## config.mk

```make
export PLATFORM = sky130hd
export DESIGN_NAME = dcache_wt
export DESIGN_NICKNAME = d
export VERILOG_FILES = /design/src/rtl/dcache_pkg.sv /design/src/rtl/dcache_tag_array.sv /design/src/rtl/dcache_data_array.sv /design/src/rtl/dcache_ctrl.sv /design/src/rtl/dcache_wt.sv
export SDC_FILE = /design/constraint.sdc
export NUM_CORES = 1
export LEC_CHECK = 0
export CAP_MARGIN = 20
export CELL_PAD_IN_SITES_DETAIL_PLACEMENT = 1
export CELL_PAD_IN_SITES_GLOBAL_PLACEMENT = 2
export CORE_MARGIN = 10
export CORE_UTILIZATION = 53
export DETAILED_ROUTE_END_ITERATION = 7
export DONT_BUFFER_PORTS = 1
export GPL_TIMING_DRIVEN = 0
export PLACE_DENSITY_LB_ADDON = 0.25
export SLEW_MARGIN = 5
export SYNTH_ARGS = -nofsm -noshare
export SYNTH_HDL_FRONTEND = slang
export SYNTH_HIERARCHICAL = 1
export SYNTH_SLANG_ARGS = --single-unit
```

## constraint.sdc

```tcl
create_clock -name clk -period 20.9 [get_ports clk]
set_input_delay 6.27 -clock clk [delete_from_list [all_inputs] [get_ports clk]]
set_output_delay 6.27 -clock clk [all_outputs]
set_load 0.02 [all_outputs]
```

## src/rtl/dcache_pkg.sv

```systemverilog
package dcache_pkg;

   typedef enum logic [1:0] {
      OP_IDLE  = 2'd0,
      OP_LOAD  = 2'd1,
      OP_STORE = 2'd2
   } dc_op_e;

   function automatic dc_op_e decode_op(input logic rd, input logic wr);
      if (wr)      return OP_STORE;
      else if (rd) return OP_LOAD;
      else         return OP_IDLE;
   endfunction

endpackage

```

## src/rtl/dcache_tag_array.sv

```systemverilog
module dcache_tag_array #(
   parameter int IDX_W = 4,
   parameter int TAG_W = 26
) (
   input  logic             clk,
   input  logic             rst_n,
   input  logic [IDX_W-1:0] idx,
   output logic [TAG_W-1:0] rd_tag,
   output logic             rd_valid,
   input  logic             wr_en,
   input  logic [TAG_W-1:0] wr_tag
);
   localparam int LINES = 1 << IDX_W;

   logic [LINES-1:0] valid_q;
   logic [TAG_W-1:0] tag_q [LINES];

   always_ff @(posedge clk or negedge rst_n) begin
      if (!rst_n) valid_q <= '0;
      else if (wr_en) valid_q[idx] <= 1'b1;
   end

   always_ff @(posedge clk) begin
      if (wr_en) tag_q[idx] <= wr_tag;
   end

   assign rd_valid = valid_q[idx];
   assign rd_tag   = tag_q[idx];
endmodule

```

## src/rtl/dcache_data_array.sv

```systemverilog
module dcache_data_array #(
   parameter int IDX_W  = 4,
   parameter int DATA_W = 32
) (
   input  logic              clk,
   input  logic [IDX_W-1:0]  idx,
   input  logic [DATA_W/8-1:0] lane_we,
   input  logic [DATA_W-1:0] wdata,
   output logic [DATA_W-1:0] rdata
);
   localparam int LINES = 1 << IDX_W;
   localparam int LANES = DATA_W / 8;

   for (genvar k = 0; k < LANES; k++) begin : g_lane
      logic [7:0] store_q [LINES];
      always_ff @(posedge clk) begin
         if (lane_we[k]) store_q[idx] <= wdata[k*8 +: 8];
      end
      assign rdata[k*8 +: 8] = store_q[idx];
   end
endmodule

```

## src/rtl/dcache_ctrl.sv

```systemverilog
module dcache_ctrl
   import dcache_pkg::*;
(
   input  logic cpu_rd,
   input  logic cpu_wr,
   input  logic cacheable,
   input  logic line_valid,
   input  logic tag_equal,
   input  logic mem_done,
   output logic mem_rd,
   output logic mem_wr,
   output logic stall,
   output logic fill_en,
   output logic store_hit_en
);
   dc_op_e op;
   logic   hit;

   always_comb begin
      op           = decode_op(cpu_rd, cpu_wr);
      hit          = cacheable && line_valid && tag_equal;
      mem_rd       = (op == OP_LOAD) && !hit;
      mem_wr       = (op == OP_STORE);
      stall        = (mem_rd || mem_wr) && !mem_done;
      fill_en      = mem_rd && mem_done && cacheable;
      store_hit_en = mem_wr && mem_done && hit;
   end
endmodule

```

## src/rtl/dcache_wt.sv

```systemverilog
module dcache_wt #(
   parameter int              ADDR_W        = 32,
   parameter int              DATA_W        = 32,
   parameter int              IDX_W         = 4,
   parameter logic [ADDR_W-1:0] UNCACHED_BASE = 32'h4000_0000
) (
   input  logic              clk,
   input  logic              rst_n,
   input  logic              cpu_rd,
   input  logic              cpu_wr,
   input  logic              cpu_byte,
   input  logic [ADDR_W-1:0] cpu_addr,
   input  logic [DATA_W-1:0] cpu_wdata,
   output logic [DATA_W-1:0] cpu_rdata,
   output logic              cpu_stall,
   output logic              mem_rd,
   output logic              mem_wr,
   output logic              mem_byte,
   output logic [ADDR_W-1:0] mem_addr,
   output logic [DATA_W-1:0] mem_wdata,
   input  logic [DATA_W-1:0] mem_rdata,
   input  logic              mem_done
);
   localparam int LANES = DATA_W / 8;
   localparam int OFF_W = $clog2(LANES);
   localparam int TAG_W = ADDR_W - IDX_W - OFF_W;

   if (DATA_W % 8 != 0 || LANES < 2 || (1 << OFF_W) != LANES)
      $error("dcache_wt: DATA_W must be a power-of-two number of bytes");
   if (IDX_W < 1 || TAG_W < 1)
      $error("dcache_wt: IDX_W leaves no room for index or tag");

   logic [IDX_W-1:0]  idx;
   logic [TAG_W-1:0]  req_tag, line_tag;
   logic [OFF_W-1:0]  lane_sel;
   logic              line_valid, cacheable;
   logic              fill_en, store_hit_en;
   logic [LANES-1:0]  lane_en, data_we;
   logic [DATA_W-1:0] store_word, array_wdata, cached_word, src_word;
   logic [7:0]        lane_bytes [LANES];

   assign idx       = cpu_addr[OFF_W +: IDX_W];
   assign req_tag   = cpu_addr[ADDR_W-1 -: TAG_W];
   assign lane_sel  = cpu_addr[OFF_W-1:0];
   assign cacheable = (cpu_addr < UNCACHED_BASE);

   for (genvar k = 0; k < LANES; k++) begin : g_lanes
      assign lane_en[k] = !cpu_byte || (lane_sel == OFF_W'(k));
      assign store_word[k*8 +: 8] = cpu_byte ? cpu_wdata[7:0] : cpu_wdata[k*8 +: 8];
      assign lane_bytes[k] = src_word[k*8 +: 8];
   end

   dcache_tag_array #(.IDX_W(IDX_W), .TAG_W(TAG_W)) u_tags (
      .clk      (clk),
      .rst_n    (rst_n),
      .idx      (idx),
      .rd_tag   (line_tag),
      .rd_valid (line_valid),
      .wr_en    (fill_en),
      .wr_tag   (req_tag)
   );

   always_comb begin
      if (fill_en) begin
         data_we     = '1;
         array_wdata = mem_rdata;
      end else if (store_hit_en) begin
         data_we     = lane_en;
         array_wdata = store_word;
      end else begin
         data_we     = '0;
         array_wdata = store_word;
      end
   end

   dcache_data_array #(.IDX_W(IDX_W), .DATA_W(DATA_W)) u_data (
      .clk     (clk),
      .idx     (idx),
      .lane_we (data_we),
      .wdata   (array_wdata),
      .rdata   (cached_word)
   );

   dcache_ctrl u_ctrl (
      .cpu_rd       (cpu_rd),
      .cpu_wr       (cpu_wr),
      .cacheable    (cacheable),
      .line_valid   (line_valid),
      .tag_equal    (line_tag == req_tag),
      .mem_done     (mem_done),
      .mem_rd       (mem_rd),
      .mem_wr       (mem_wr),
      .stall        (cpu_stall),
      .fill_en      (fill_en),
      .store_hit_en (store_hit_en)
   );

   assign src_word  = mem_rd ? mem_rdata : cached_word;
   assign cpu_rdata = cpu_byte ? {{(DATA_W-8){1'b0}}, lane_bytes[lane_sel]} : src_word;

   assign mem_byte  = mem_wr && cpu_byte;
   assign mem_addr  = mem_wr ? cpu_addr : {cpu_addr[ADDR_W-1:OFF_W], {OFF_W{1'b0}}};
   assign mem_wdata = store_word;
endmodule

```

# --- Yosys cells after proc, flatten, opt, wreduce, memory -nomap -nowiden ---
# Memories as Yosys holds them, arrays and structs flattened.
# Cells that the tools add are included.
totals:
  ff_bits: 16
  latch_bits: 0
  ramBits: 928
  mem_bits_ro: 0
  in_bits: 102
  output_inout_bits: 100
  wordCells: 65
  memories: 5
classes:
  n_addsub: 0
  multipliers: 0
  n_div: 0
  n_lt_le_gt_ge: 4
  n_eq_ne: 6
  shift: 0
  n_mux: 28
  bitwise_logic: 2
  n_reduce_logical: 19
mem_list:
  columns: ["name", "depth", "word_bits", "rd", "rd_ports_with_merged_regs", "write_ports", "line", "text"]
  rows:
  - ["u_tags.tag_q", 16, 26, 1, 0, 1, "dcache_tag_array.sv:16", "logic [TAG_W-1:0] tag_q [LINES];"]
  - ["u_data.g_lane[0].store_q", 16, 8, 1, 0, 1, "dcache_data_array.sv:15", "logic [7:0] store_q [LINES];"]
  - ["u_data.g_lane[1].store_q", 16, 8, 1, 0, 1, "dcache_data_array.sv:15", null]
  - ["u_data.g_lane[2].store_q", 16, 8, 1, 0, 1, "dcache_data_array.sv:15", null]
  - ["u_data.g_lane[3].store_q", 16, 8, 1, 0, 1, "dcache_data_array.sv:15", null]
op_table:
  columns: ["op", "count"]
  rows:
  - ["$mux 32", 3]
  - ["$mux 8", 5]
  - ["$lt 32x31->1 const B", 1]
  - ["$eq 26x26->1", 1]
  - ["$bmux 8 s2", 1]
  - ["$or 16x16->16", 1]
  - ["$mux 1", 13]
  - ["$logic_and 1x1->1", 10]
  - ["$mux 4", 2]
  - ["$eq 2x2->1 const B", 3]
  - ["$logic_or 1x1->1", 5]
  - ["$lt 4x5->1 const B", 1]
  - ["$bmux 1 s4", 1]
  - ["$demux 1 s4", 1]
  - ["$eq 2x1->1 const B", 2]
  - ["$ge 4x1->1 const B", 1]
  - ["$mux 2", 2]
  - ["$ge 3x3->1 const B", 1]
  - ["$logic_not 1->1", 3]
  - ["$not 2->3", 1]
  - ["$logic_not 2->1", 1]

# --- Longest topological paths before layout ---
# Gate-level depths: netlist (run 1).
depth:
  word_depth: 11
  mapped_depth: 17
  mapped_depth_nobuf: 13

# --- By module ---
# The synthesis (run 1) kept the hierarchy.
modules_own_cells:
  columns: ["module", "instances", "cells_each", "area_per_inst_um2", "seq_area_each_um2"]
  rows:
  - ["dcache_data_array", 1, 879, 19484.9, 15374.7]
  - ["dcache_tag_array", 1, 702, 16274.4, 12892.4]
  - ["dcache_wt", 1, 285, 2167.1, 0.0]
  - ["dcache_ctrl", 1, 11, 63.8, 0.0]

# --- Worst setup path before layout (run 1) ---
# Ideal clock, no wire load.
synth_timing:
  path_kind: "input port to output port"
  from: "input port cpu_addr[2]"
  to: "output port cpu_rdata[2]"
  arrival_ns: 9.763
  required_time_ns: 14.630
  slack_ns: 4.867
  stages: 14
  n_path_buf: 4
  cell_sequence: "clkbuf_1 -> buf_2 -> mux4_2 -> a22oi_1 -> nand2_1 -> xor2_1 -> nor4_1 -> nand3_1 -> nor4_1 -> a31oi_1 -> buf_6 -> clkbuf_8 -> mux2i_1 -> a211oi_1"
synth_via:
  elab_cells_between_ends: 18
  classes_between: "1 x order compare; 1 x eq/ne; 7 x mux; 4 x reduce/logical; 5 x memory"
synth_rtl:
  columns: ["item", "line", "text"]
  rows:
  - ["from (decl)", "dcache_wt.sv:12", "input logic [ADDR_W-1:0] cpu_addr,"]
  - ["$mem_v2 16x26 *", null, null]
  - ["net line_tag[23]", "dcache_wt.sv:34", "logic [TAG_W-1:0] req_tag, line_tag;"]
  - ["$eq 26x26->1 *", "dcache_wt.sv:89", ".tag_equal (line_tag == req_tag),"]
  - ["$logic_and 1x1->1 *", "dcache_ctrl.sv:21", "hit = cacheable && line_valid && tag_equal;"]
  - ["$logic_not 1->1 *", "dcache_ctrl.sv:22", "mem_rd = (op == OP_LOAD) && !hit;"]
  - ["$logic_and 1x1->1 *", "dcache_ctrl.sv:22", null]
  - ["net mem_rd", "dcache_wt.sv:16", "output logic mem_rd,"]
  - ["$mux 32 *", "dcache_wt.sv:98", "assign src_word = mem_rd ? mem_rdata : cached_word;"]
  - ["$bmux 8 s2", "dcache_wt.sv:99", "assign cpu_rdata = cpu_byte ? {{(DATA_W-8){1'b0}}, lane_bytes[lane_sel]} : src_word;"]
  - ["$mux 8 (implied by the code) (2 in a row)", "dcache_wt.sv:99", null]
  - ["$mux 32 *", "dcache_wt.sv:99", null]
  - ["to (decl)", "dcache_wt.sv:14", "output logic [DATA_W-1:0] cpu_rdata,"]
# The timed path passes the listed nets; every way through them passes the cells marked *. The select of a mux whose other input is x is not followed.

# --- Worst setup path in the final report (run 1) ---
layout_timing:
  from: "input port cpu_addr[4]"
  to: "output port cpu_rdata[2]"
# The elaborated chain is that of the path after synthesis.

==> metrics.yaml, run 1 <==
intPower_uw: 3120
cts_tree: "done"
post-route-drc-count: 0
hold_violations: 0
period_share_pct: 85.2
grt_setup_unrepaired: "false"
peakVddDrop_uv: 72.7
gpl.final_weighted_congestion: 0.923
arrival_ps: 11530
synth-edff-count: 928
routedWlPerCell_um: 34.4
die_height_um: 288
seqCellArea_um2: 28300
power_uw: 4010
fill_cells: 5929
area_delta_synth_final_pct: 12.6
layout-drive-gt1-share_pct: 26.2
synth.avg_cell_area_um2: 20.2
outcome: "finished clean"
p_seq_share_pct: 52.2
syn-cell-area_um2: 38000
route.vias.total: 19800
grt_usage_pct: 25.2
end_kind: "output port"
p_sw_uw: 890
cts.repair.resized: 0
worstMarginPinSlew_ps: 1160
routed_wl_mm: 104
fin_worst_skew_ps: 36.6
p_leak_uw: 0.0136
numCtsBuffers: 94
portBuffers: 0
drt_iter0_drc: 2456
synth_top_area_cell: "edfxtp_1"
synthArstFlopShare_pct: 1.69
clkPwrFrac_pct: 41.5
maxCapViolations: 0
ys_types: 44
clk_path_buf_depth: 3
synth_top_flop_cell: "edfxtp_1"
syn_nets: 1979
dr.pass1.iters: 5
grt_pass1_vias: 20700
slew_violations: 0
dp_hpwl_mm: 71.4
grt_pass1_wl_mm: 150
clk_pin_slew_ps: 60
cts-htree-levels: 3
hold_buffers: 0
yosysTopAreaCellShare_pct: 73.4
avgViaCountPerCell: 6.55
fmax_mhz: 56.2
crit_type: "primary input to output port"
cp_data_required_time_ps: 14630
final_nets: 2102
hold_path_class: "flop to flop"
grt_max_degree: 20
die-area_um2: 82800
boundaryPins: 202
start_util_pct: 53.3
synth_cells: 1877
die_w_um: 288
final_cell_mix: "edfxtp_1, mux4_2, a22oi_1"
switching_share_pct: 22.2
startpoint_type: "primary input"
postCtsSetupBuffers: 0
seq_area_frac_synth_pct: 74.4
fin_setup_tns_ps: 0
num_rows: 98
comb_power_share_pct: 6.3
synth_area_leaders: "edfxtp_1, mux4_2, a22oi_1"
insertion_delay_ps: 670
ant_nets: 0
relSlewSlack_pct: 22.7
core_um2: 71200
antenna_found_initial: 2
grt_overflow_total: 0
layout_commonest_cell: "edfxtp_1"
power_density_nw_per_um2: 93.8
root_buffer: "clkbuf_16"
setup_viol: 0
clock_sinks: 944
synth_seq_cells: 944
multi_input_area_um2: 8830
ys_warn_count: 6
cp_max_fo: 11
min_period_ps: 17800
-- critical path: stages --
cell	delay, ps
buf_2	180
nor2_1	860
clkbuf_1	600
a22oi_1	190
nand2_1	120
xor2_1	170
nor4_1	340
nand3_1	170
nor4_1	930
a31oi_2	190
buf_6	210
buf_6	160
clkbuf_8	190
mux2i_1	210
a211oi_1	700
-- cells by family (layout without fill, tap and decap cells) --
kind of cell,Yosys count,count (layout),synth area share (%)
and+or+nand+nor,265,265,3.09
other,0,1,0
AOI/OAI and AO/OA,167,167,3.18
DFF,944,944,74.4
xor gates and xnor gates,26,26,0.599
buffers and inverters,175,372,2.64
muxes,300,300,16.1
-- registers in the layout, indices dropped and copies added (netlist names) --
signal and flops:
u_data/g_lane.store_q 512, u_tags/tag_q 416, u_tags/valid_q 16
-- final cells by class --
type	instances	area share, %
tap	950	2.78
multi-input combinational	758	20.7
clock buffer	112	5.66
clock inverter	58	1.42
timing repair buffer	27	1.04
inverter	27	0.237
sequential	944	66.1
antenna	1	0.00585
buffer	148	2.11
-- Yosys cell counts, types with 2 or more instances --
library cell / number
a211oi_1: 11
a211oi_2: 5
a21o_1: 3
a22oi_1: 118
and2_1: 4
and2b_2: 3
buf_1: 8
buf_2: 30
buf_4: 42
buf_6: 19
clkbuf_1: 48
dfrtp_1: 16
edfxtp_1: 928
inv_1: 27
mux2_2: 31
mux2i_1: 24
mux4_1: 3
mux4_2: 241
nand2_1: 83
nand2b_1: 5
nand3_1: 8
nand3b_1: 2
nand4_1: 2
nor2_1: 114
nor2b_1: 10
nor3_1: 4
nor4_1: 5
o21ai_1: 27
or2_1: 17
xnor2_1: 10
xor2_1: 16
-- power groups by stage --
stage	Clock [uW]	Sequential, uW	Combinational [uW]
after CTS	1690	2100	250
final	1670	2100	251
after floorplan	0	2130	166
after global placement	0	2140	240
after global routing	1770	2100	264
after detailed placement	0	2140	249
-- final timing paths --
kind | depth (start not counted) | slack (ps) | to | startpoint
min in group asynchronous | 0 | 5310 | u_tags/valid_q[11] | rst_n
worst min register to register | 1 | 470 | u_tags/valid_q[10] | u_tags/valid_q[10]
worst min-delay path | 1 | 470 | u_tags/valid_q[10] | u_tags/valid_q[10]
worst max-delay path | 15 | 3100 | cpu_rdata[2] | cpu_addr[4]
worst max register to register | 13 | 15540 | u_data/g_lane[0].store_q[12][3] | u_tags/tag_q[2][19]
max in group asynchronous | 0 | 15500 | u_tags/valid_q[1] | rst_n
-- layer usage --
layer  GRT usage (%)  wire length, um  vias up
met3            4.98             9290      134
li1                -                -     7909
met1            36.3            42100    10800
met5               0                0        -
met2            39.7            50800     1028
met4            6.07             1890        0
-- through the flow --
stage / setup slack (ps) / cells / util [%] / hold WS, ps / area, um^2
detailed placement: 3230 / 2854 / 55.8 / 451 / 39700
finish: 3100 / 3025 / 60.0 / 469 / 42800
global placement: 2690 / 2827 / 55.0 / 441 / 39200
floorplan: 4870 / 1877 / - / 428 / 38000
CTS: 3140 / 3024 / 60.0 / 467 / 42800
global route: 2950 / 3024 / 60.0 / 481 / 42800
Power figures use the tool's default switching activity.
==> inputs of run 2 (changes only) <==
--- a/config.mk
+++ b/config.mk
@@ -13,9 +13,11 @@
 export DETAILED_ROUTE_END_ITERATION = 7
 export DONT_BUFFER_PORTS = 1
 export GPL_TIMING_DRIVEN = 0
+export HOLD_SLACK_MARGIN = 0.08
 export PLACE_DENSITY_LB_ADDON = 0.25
 export SLEW_MARGIN = 5
 export SYNTH_ARGS = -nofsm -noshare
 export SYNTH_HDL_FRONTEND = slang
 export SYNTH_HIERARCHICAL = 1
 export SYNTH_SLANG_ARGS = --single-unit
+export TNS_END_PERCENT = 50
==> constraint.sdc (replaced) <==
create_clock -name clk -period 20.8 [get_ports clk]
set_input_delay 6.24 -clock clk [delete_from_list [all_inputs] [get_ports clk]]
set_output_delay 6.24 -clock clk [all_outputs]
set_load 0.02 [all_outputs]
==> results of run 2 <==
The final DEF is identical to that of run 1. Status: finished clean.
Among the figures that moved: setup slack after placement 3230 ps -> 3190 ps; setup slack after layout 3100 ps -> 3060 ps; register-to-register setup slack 15540 ps -> 15440 ps; total power 4010 uW -> 4030 uW; worst IR drop on VDD 72.7 uV -> 73.1 uV
==> inputs of run 3 (changes only) <==
--- a/config.mk
+++ b/config.mk
@@ -15,6 +15,7 @@
 export GPL_TIMING_DRIVEN = 0
 export HOLD_SLACK_MARGIN = 0.08
 export PLACE_DENSITY_LB_ADDON = 0.25
+export SKIP_CTS_REPAIR_TIMING = 1
 export SLEW_MARGIN = 5
 export SYNTH_ARGS = -nofsm -noshare
 export SYNTH_HDL_FRONTEND = slang
==> results of run 3 <==
The final DEF is identical to that of run 1. Status: finished clean.
Among the figures that moved: setup slack after placement 3230 ps -> 3190 ps; setup slack after layout 3100 ps -> 3060 ps; register-to-register setup slack 15540 ps -> 15440 ps; total power 4010 uW -> 4030 uW; worst IR drop on VDD 72.7 uV -> 73.1 uV
